File: src/rtl/arcPkg.sv
package arcPkg;
  // strobes from the sequencer to the arc datapath
  typedef struct packed {
    logic load;     // capture a new move
    logic advance;  // take one step now
  } arcStrobeT;
endpackage

File: src/rtl/arcCtrl.sv
module arcCtrl
  import arcPkg::*;
#(
  parameter int PW = 16
) (
  input  logic          clk,
  input  logic          rstN,
  input  logic          start,
  input  logic          constSpeed,
  input  logic [PW-1:0] period,
  input  logic          zeroRad,
  input  logic          finish,
  input  logic          diag,
  output arcStrobeT     strobe,
  output logic          busy,
  output logic          done
);
  localparam int TW = PW + 1;

  typedef enum logic { S_IDLE, S_RUN } stateT;

  stateT         state;
  logic [TW-1:0] cnt;
  logic [TW-1:0] intv;
  logic [TW-1:0] pLat;
  logic          csLat;
  logic [TW-1:0] pEff;
  logic          tick;

  // about 1.414 * p, built from shifts only
  function automatic logic [TW-1:0] stretch(input logic [TW-1:0] p);
    return p + (p >> 2) + (p >> 3) + (p >> 5) + (p >> 7);
  endfunction

  assign pEff = (period == '0) ? TW'(1) : TW'(period);
  assign tick = (cnt == intv - TW'(1));
  assign busy = (state == S_RUN);

  always_comb begin
    strobe.load    = (state == S_IDLE) && start;
    strobe.advance = (state == S_RUN) && tick;
  end

  always_ff @(posedge clk) begin
    if (!rstN) begin
      state <= S_IDLE;
      cnt   <= '0;
      intv  <= TW'(1);
      pLat  <= TW'(1);
      csLat <= 1'b0;
      done  <= 1'b0;
    end else begin
      done <= 1'b0;
      case (state)
        S_IDLE: begin
          if (start) begin
            if (zeroRad) begin
              done <= 1'b1;
            end else begin
              state <= S_RUN;
              cnt   <= '0;
              intv  <= pEff;
              pLat  <= pEff;
              csLat <= constSpeed;
            end
          end
        end
        S_RUN: begin
          if (tick) begin
            cnt  <= '0;
            intv <= (csLat && diag) ? stretch(pLat) : pLat;
            if (finish) begin
              state <= S_IDLE;
              done  <= 1'b1;
            end
          end else begin
            cnt <= cnt + TW'(1);
          end
        end
        default: state <= S_IDLE;
      endcase
    end
  end
endmodule

File: src/rtl/arcDatapath.sv
module arcDatapath
  import arcPkg::*;
#(
  parameter int CW = 32,
  parameter int RW = 24
) (
  input  logic          clk,
  input  logic          rstN,
  input  arcStrobeT     strobe,
  input  logic [CW-1:0] startX,
  input  logic [CW-1:0] startY,
  input  logic [CW-1:0] centerX,
  input  logic [CW-1:0] centerY,
  input  logic [CW-1:0] endX,
  input  logic [CW-1:0] endY,
  input  logic          absMode,
  input  logic          ccw,
  output logic          zeroRad,
  output logic          finish,
  output logic          diag,
  output logic          stepX,
  output logic          stepY,
  output logic          dirX,
  output logic          dirY
);
  localparam int IW = CW + 2;  // room for differences of two positions
  localparam int FW = IW + 3;  // room for error term plus both updates

  typedef logic signed [IW-1:0] coordT;
  typedef logic signed [FW-1:0] errT;

  function automatic coordT widen(input logic [CW-1:0] v);
    return coordT'($signed(v));
  endfunction

  function automatic coordT place(input logic [CW-1:0] base, input logic [CW-1:0] v,
                                  input logic absM);
    if (absM) return widen(v);
    return widen(base) + coordT'($signed(v[RW-1:0]));
  endfunction

  function automatic logic within1(input coordT d);
    return (d == coordT'(0)) || (d == coordT'(1)) || (d == coordT'(-1));
  endfunction

  coordT sAx, sAy, cAx, cAy, eAx, eAy;
  coordT px, py, ex, ey;
  errT   f;
  logic  armed, ccwR;

  coordT ax, ay, pv, cv, pv1, cv1, nx, ny, dxE, dyE;
  errT   twoP, twoC, fA, fB, magA, magB, fN;
  logic  xNeg, yNeg, xPrim, negP, negC, pv1Neg;
  logic  nearN, exactN, stepXn, stepYn, dirXn, dirYn;

  always_comb begin
    sAx = widen(startX);
    sAy = widen(startY);
    cAx = place(startX, centerX, absMode);
    cAy = place(startY, centerY, absMode);
    eAx = place(startX, endX, absMode);
    eAy = place(startY, endY, absMode);
  end

  assign zeroRad = (sAx == cAx) && (sAy == cAy);

  // octant decode and step selection
  always_comb begin
    xNeg  = px[IW-1];
    yNeg  = py[IW-1];
    ax    = xNeg ? -px : px;
    ay    = yNeg ? -py : py;
    xPrim = (ay >= ax);
    pv    = xPrim ? px : py;
    cv    = xPrim ? py : px;
    negP  = xPrim ? (ccwR ? !yNeg : yNeg) : (ccwR ? xNeg : !xNeg);
    pv1   = negP ? pv - coordT'(1) : pv + coordT'(1);
    pv1Neg = pv1[IW-1];
    negC  = xPrim ? (ccwR ? pv1Neg : !pv1Neg) : (ccwR ? !pv1Neg : pv1Neg);
    cv1   = negC ? cv - coordT'(1) : cv + coordT'(1);
    twoP  = errT'(pv) <<< 1;
    twoC  = errT'(cv) <<< 1;
    fA    = f + (negP ? -twoP : twoP) + errT'(1);
    fB    = fA + (negC ? -twoC : twoC) + errT'(1);
    magA  = fA[FW-1] ? -fA : fA;
    magB  = fB[FW-1] ? -fB : fB;
    diag  = (magB < magA);
    fN    = diag ? fB : fA;
    nx    = xPrim ? pv1 : (diag ? cv1 : cv);
    ny    = xPrim ? (diag ? cv1 : cv) : pv1;
    stepXn = xPrim | diag;
    stepYn = !xPrim | diag;
    dirXn = xPrim ? !negP : !negC;
    dirYn = xPrim ? !negC : !negP;
    dxE   = nx - ex;
    dyE   = ny - ey;
    exactN = (dxE == coordT'(0)) && (dyE == coordT'(0));
    nearN  = within1(dxE) && within1(dyE);
    finish = exactN || (nearN && armed);
  end

  always_ff @(posedge clk) begin
    if (!rstN) begin
      px    <= '0;
      py    <= '0;
      ex    <= '0;
      ey    <= '0;
      f     <= '0;
      armed <= 1'b0;
      ccwR  <= 1'b0;
      stepX <= 1'b0;
      stepY <= 1'b0;
      dirX  <= 1'b0;
      dirY  <= 1'b0;
    end else begin
      stepX <= 1'b0;
      stepY <= 1'b0;
      if (strobe.load) begin
        px    <= sAx - cAx;
        py    <= sAy - cAy;
        ex    <= eAx - cAx;
        ey    <= eAy - cAy;
        f     <= '0;
        armed <= 1'b0;
        ccwR  <= ccw;
      end else if (strobe.advance) begin
        px    <= nx;
        py    <= ny;
        f     <= fN;
        armed <= armed | ~nearN;
        stepX <= stepXn;
        stepY <= stepYn;
        if (stepXn) dirX <= dirXn;
        if (stepYn) dirY <= dirYn;
      end
    end
  end
endmodule

File: src/rtl/arcStepper.sv
module arcStepper
  import arcPkg::*;
#(
  parameter int CW = 32,
  parameter int RW = 24,
  parameter int PW = 16
) (
  input  logic          clk,
  input  logic          rstN,
  input  logic          start,
  input  logic          absMode,
  input  logic          ccw,
  input  logic          constSpeed,
  input  logic [PW-1:0] period,
  input  logic [CW-1:0] startX,
  input  logic [CW-1:0] startY,
  input  logic [CW-1:0] centerX,
  input  logic [CW-1:0] centerY,
  input  logic [CW-1:0] endX,
  input  logic [CW-1:0] endY,
  output logic          stepX,
  output logic          stepY,
  output logic          dirX,
  output logic          dirY,
  output logic          busy,
  output logic          done
);
  arcStrobeT strobe;
  logic      zeroRad, finish, diag;

  arcCtrl #(.PW(PW)) u_ctrl (
    .clk(clk), .rstN(rstN), .start(start), .constSpeed(constSpeed),
    .period(period), .zeroRad(zeroRad), .finish(finish), .diag(diag),
    .strobe(strobe), .busy(busy), .done(done)
  );

  arcDatapath #(.CW(CW), .RW(RW)) u_path (
    .clk(clk), .rstN(rstN), .strobe(strobe),
    .startX(startX), .startY(startY), .centerX(centerX), .centerY(centerY),
    .endX(endX), .endY(endY), .absMode(absMode), .ccw(ccw),
    .zeroRad(zeroRad), .finish(finish), .diag(diag),
    .stepX(stepX), .stepY(stepY), .dirX(dirX), .dirY(dirY)
  );
endmodule

File: config.mk
export PLATFORM = sky130hd
export DESIGN_NAME = arcStepper
export DESIGN_NICKNAME = d
export VERILOG_FILES = /design/src/rtl/arcPkg.sv /design/src/rtl/arcCtrl.sv /design/src/rtl/arcDatapath.sv /design/src/rtl/arcStepper.sv
export SDC_FILE = /design/constraint.sdc
export NUM_CORES = 2
export LEC_CHECK = 0
export BUFFER_PORTS_ARGS = -buffer_cell sky130_fd_sc_hd__clkbuf_2
export CAP_MARGIN = 10
export CORE_ASPECT_RATIO = 0.8
export CORE_MARGIN = 3
export CORE_UTILIZATION = 55
export CTS_BUF_LIST = sky130_fd_sc_hd__clkbuf_8
export CTS_CLUSTER_SIZE = 14
export DETAILED_ROUTE_END_ITERATION = 16
export PLACE_DENSITY = 0.73
export SLEW_MARGIN = 0
export SYNTH_ARGS = -nofsm -noshare
export SYNTH_HDL_FRONTEND = slang
export SYNTH_SLANG_ARGS = --single-unit
export TNS_END_PERCENT = 10
File: constraint.sdc
create_clock -name clk -period 42.9 [get_ports clk]
set_input_delay 4.29 -clock clk [delete_from_list [all_inputs] [get_ports clk]]
set_output_delay 4.29 -clock clk [all_outputs]
set_load 0.005 [all_outputs]
# Yosys cells after proc, flatten, opt, wreduce, memory -nomap -nowiden
# Cells that the tools add are included.
[word_totals]
ff_bits = 233
input_bits = 214
wordCells = 152
[classes]
add_sub_neg = 30
order_cmp = 2
eq_ne = 10
muxes = 55
n_bitwise = 9
reduce_logical = 29
[ops]
columns = ["op", "count"]
rows = [
  ["two-way mux 34 bit", 21],
  ["two-way mux 37 bit", 5],
  ["subtractor 34 bit", 4],
  ["adder 32 x 24 -> 33 bit", 4],
  ["two-way mux 17 bit", 7],
  ["adder 37 x 2 -> 37 bit (second input constant)", 2],
  ["adder 37 bit", 2],
  ["negator 35 -> 37 bit", 2],
  ["negator 37 bit", 2],
  ["adder 34 x 2 -> 34 bit (second input constant)", 2],
  ["== test 32 x 34 -> 1 bit", 2],
  ["== test 34 x 1 -> 1 bit (second input constant)", 2],
  ["== test 34 x 2 -> 1 bit (second input constant)", 2],
  ["logical NOT 34 bit", 2],
  ["negator 34 bit", 2],
  ["case mux 17 bit (2 select lines)", 2],
  ["subtractor 32 x 34 -> 34 bit", 2],
  ["subtractor 34 x 2 -> 34 bit (second input constant)", 2],
  ["less-than comparator 37 bit", 1],
  [">= comparator 34 bit", 1],
  ["adder 17 x 1 -> 17 bit (second input constant)", 1],
  ["adder 17 x 10 -> 17 bit", 1],
  ["adder 17 x 12 -> 17 bit", 1],
  ["adder 17 x 14 -> 17 bit", 1],
  ["other kinds (18)", 62],
]

# Longest topological paths before layout
[logic_depth]
ltp_word = 27
mapped_depth = 104

# By module
# Synthesis repeated with hierarchy kept, for this count alone.
[hier_totals]
cells_unflattened = 6154
area_unflattened_um2 = 44132.3
[by_module_without_submodules]
columns = ["module", "n_inst", "cells_each", "area_per_inst_um2", "seq_area_each_um2"]
rows = [
  ["arcDatapath", 1, 5565, 39265.2, 3583.4],
  ["arcCtrl", 1, 589, 4867.2, 1061.0],
]

# Worst setup path after synthesis
# No wires, ideal clock.
[synth_path]
path_kind = "register to register"
from = "register u_path.px[6]"
to = "register u_ctrl.done"
setup_time_ns = 0.117
t_arrival_ns = 20.918
slack_ns = 21.865
stages_incl_launch_ff = 102
cell_sequence = "dfxtp_1 > clkbuf_1 > or3_1 > or3_1 > or3_1 > or4_1 > inv_1 > nand2_1 > nor3_1 > nand2_1 > or2_2 > o41ai_1 > xor2_1 > ha_1 > nand4_1 > nor4_2 > a21oi_1 > o211ai_2 > [... 66 more ...] > nor2_1 > o31ai_1 > o21ai_0 > a211oi_1 > a211oi_1 > nor2_1 > a2111oi_0 > nor4_1 > o21bai_1 > a21oi_1 > xnor2_1 > clkbuf_1 > nor4_1 > a2111oi_0 > nand3_1 > mux2i_1 > a31o_1 > a22o_1"
[synth_via]
elab_chain_cells = 27
elab_cells_between_ends = 51
[synth_rtl]
columns = ["item", "line_no", "rtl"]
rows = [
  ["from (decl)", "arcDatapath.sv:47", "coordT px, py, ex, ey;"],
  ["from (signal assigned)", "arcDatapath.sv:119", "px <= sAx - cAx;"],
  ["from (signal assigned)", "arcDatapath.sv:127", "px <= nx;"],
  ["branches (longest 23 deep; another with negator 35 -> 37 bit)", "-", ""],
  ["logical OR 1 bit (*)", "arcDatapath.sv:99", "finish = exactN || (nearN && armed);"],
  ["two-way mux 1 bit (*)", "arcCtrl.sv:72", "if (finish) begin"],
  ["two-way mux 1 bit (*)", "arcCtrl.sv:69", "if (tick) begin"],
  ["case mux 1 bit (2 select lines) (*)", "arcCtrl.sv:54", "case (state)"],
  ["to (signal assigned)", "arcCtrl.sv:53", "done <= 1'b0;"],
  ["to (signal assigned)", "arcCtrl.sv:58", "done <= 1'b1;"],
  ["to (signal assigned)", "arcCtrl.sv:74", "done <= 1'b1;"],
  ["to (decl)", "arcCtrl.sv:16", "output logic done"],
]
# Every way passes the cells marked *.
# A chain may end at the register's enable or synchronous reset.

# Worst setup path in the final report
[layout_path]
from = "register u_path.px[5]"
to = "register u_ctrl.done"
# The elaborated chain is that of the path after synthesis.

==> metrics.md <==
| Metric | Value |
|---|---|
| Status | finished, final reports clean |
| Setup TNS | 0 ps |
| CTS root buffer | clkbuf_8 |
| Postcts setup bufs | 0 |
| Top-Level Pins | 220 |
| Fin. Hold Viols | 0 |
| Part of the cycle the worst path needs | 0.581 |
| CTS sink cnt | between 200 and 250 |
| Synth async-reset ratio | 0 |
| Top-count cell post-synth | nor2_1 |
| Max Clk Rate | roughly 40 MHz |
| Synth top area cells | ha_1, dfxtp_1, xnor2_1 |
| Clock Pin Slew Worst Setup and Hold Paths | 70 ps |
| GRT Overall Usage | 0.356 |
| Worst-margin pin slew | ~1200 ps |
| Hold depth | 2 |
| Critical Path RT | 43,430 ps |
| Relative slew slack | 0.195 |
| Setup-failing EPs final | 0 |
| Initial Util | 0.557 |
| Slowest-stage cell, CP | xnor2_1 |
| I/O Buffers | 219 |
| H-tree levels | 2 |
| Post-synth EDFFs | 0 |
| Chip height | about 260 um |
| Crit end category | register |
| Setup ws final | 17,980 ps |
| Vias | 45,699 |
| Syn_nets | 6,846 |
| CTS tree | built |
| Placer congestion estimate | 1.02 |
| Synth Flop Type | dfxtp_1 |
| Grt ovf | 0 |
| Final Instance Area | between 0.04 and 0.05 sq mm |
| Mapped Cells | 6,046 |
| Largest net degree at the start of global routing | ~130 |
| Cells on worst reg2reg path | 86 |
| Cts repair resizes | 0 |
| Area of the multi-input gates | 0.0363 sq mm |
| Sequential fraction of the synthesis area | 0.108 |
| Post-detail-place hpwl | 122,000 um |
| Critical Path AT | between 20,000 and 30,000 ps |
| Syn Area/Cell | 7.14 sq um |
| Crit-path most repeated cell | a21o_1 |
| Largest stage delay on the critical path | 930 ps |
| Drc violations | 0 |
| Startpoint Class | register |
| Dpl ws | 19,000 ps |
| Share of layout cells above drive strength 1 | 0.0759 |
| Post-Route Skew | ~43 ps |
| Biggest area consumer among synthesized cells | ha_1 |
| Clk buf depth | 3 |
| Initial DRT Pass Iterations | 6 |
| Die ar. | 0.0819 sq mm |
| Core area | 0.0774 sq mm |
| Clock latency on the worst-skew pair | 680 ps |
| Max_cap viols | 0 |
| Post-CTS Hold Buffers | 0 |
| Setup CP Type | register to register |
| Hold Crit Class | register to register |
| #FFs+latches synth | 232 |
| Synth Warn # | 0 |
| Nets | 6,883 |
| Final hold slack | 454 ps |
| Placed cell areas | 0.0448 sq mm |
| Initial antenna violation count | 8 |
| Vias in the first global route | 41,647 |
| Cell area after synthesis | 0.0431 sq mm |
| DRT iter0 DRCs | 4,983 |
| FF+latch area | 0.00464 sq mm |
| Synth top cells by count | nor2_1, a21oi_1, ha_1 |
| Post-synth cell types | 104 |
| Synth top area share | 0.157 |
| CP Max Fanout | 73 |
| WL final | 153,000 um |
| Area Growth Syn to Fin | 6.19% |
| Antenna-violating nets left | 0 |
| Rows | 91 |
| First-pass GRT wire length | 235,000 um |
| Wirelength per Cell | ~21 um |
| # fillers | 7,551 |
| Fin. max-slew vios | 0 |
| Unrepaired setup endpoints after global routing | false |
| Min Clock Period, post-route | 24,920 ps |
| CTS buffer count | 44 |
| Die W | 319 um |
| Routed vias/inst | about 6.4 |
[state kept, by name (all words and copies together), names as in the netlist]
signal,flops
u_path.dirY,1
u_ctrl.pLat,16
u_path.f,37
u_path.ccwR,1
u_ctrl.csLat,1
u_path.armed,1
u_path.ex,34
u_path.ey,34
u_ctrl.cnt,17
u_path.stepX,1
u_ctrl.busy,1
u_ctrl.intv,17
u_path.py,34
u_path.px,34
u_path.dirX,1
u_path.stepY,1
u_ctrl.done,1
[cells in the final DEF, fill, tap and decap left out, drive strengths merged, types with 54 or more instances in the layout]
| master | netlist | layout |
|---|---|---|
| inv | 301 | 309 |
| nor2 | 635 | 635 |
| nor3 | 196 | 196 |
| mux2i | 122 | 122 |
| clkbuf | 199 | 270 |
| nor2b | 69 | 69 |
| nand2b | 76 | 76 |
| nand4 | 60 | 60 |
| and3 | 68 | 68 |
| o21bai | 63 | 63 |
| a211oi | 91 | 91 |
| ha | 542 | 542 |
| o31ai | 57 | 57 |
| xnor2 | 432 | 432 |
| nand3 | 156 | 156 |
| nor4 | 54 | 54 |
| a21oi | 563 | 563 |
| dfxtp | 232 | 232 |
| o21ai | 382 | 382 |
| o21a | 56 | 56 |
| a31oi | 64 | 64 |
| a21o | 110 | 110 |
| or3 | 76 | 76 |
| nand2 | 491 | 491 |
| xor2 | 202 | 202 |
[final cells by class]
cell class | count | area share
antenna | 4 | 0.000218
clock buffer | 52 | 0.0156
clock inverter | 28 | 0.00541
inverter | 301 | 0.0247
multi-input combinational | 5235 | 0.792
sequential | 232 | 0.101
tap | 1023 | 0.0279
timing repair buffer | 269 | 0.0325
[routing by layer]
| layer | share of wire | wire [um] | global-route usage |
|---|---|---|---|
| met1 | 0.44 | 67500 | 0.500 |
| met3 | 0.099 | 15100 | 0.0666 |
| met4 | 0.032 | 4950 | 0.114 |
| met2 | 0.43 | 65000 | 0.548 |
| met5 | 0.00036 | 55 | 0 |
[worst paths after layout]
kind | start | end | slack, ps
max reg2reg | u_path.px[5]$_SDFFE_PN0P_ | u_ctrl.done$_SDFF_PN0_ | 17980
max | u_path.px[5]$_SDFFE_PN0P_ | u_ctrl.done$_SDFF_PN0_ | 17980
min reg2reg | u_path.ey[17]$_SDFFE_PN0P_ | u_path.ey[17]$_SDFFE_PN0P_ | 450
min | u_path.ey[17]$_SDFFE_PN0P_ | u_path.ey[17]$_SDFFE_PN0P_ | 450
[per-stage QoR]
stage	instances	util
2_1_floorplan	6046	-
3_3_place_gp	7060	0.579
3_5_place_dp	7060	0.579
4_1_cts	7140	0.592
5_1_grt	7141	0.592
6_report	7144	0.592
[kinds of logic after synthesis]
| family | count (synthesis) | share of synthesized area |
|---|---|---|
| flip-flops | 232 | 0.108 |
| buffers and inverters | 579 | 0.0529 |
| AND/OR/NAND/NOR | 2083 | 0.234 |
| multiplexers | 142 | 0.0336 |
| XOR/XNOR | 634 | 0.129 |
| adder cells (fa/ha/maj) | 587 | 0.178 |
| AO/OA/AOI/OAI | 1789 | 0.264 |
[worst max-delay path: cells and delay by family (launching register included)]
kind | cells | cell delay, ps
AO/OA/AOI/OAI | 40 | 9420
XOR/XNOR | 6 | 1650
adder cells (fa/ha/maj) | 4 | 1270
buffers and inverters | 9 | 3620
flip-flops | 1 | 470
multiplexers | 2 | 550
AND/OR/NAND/NOR | 25 | 7570
Power is left out: the tool's default activity adds up to more than one toggle a clock period on the data nets, which glitch-free logic cannot reach.
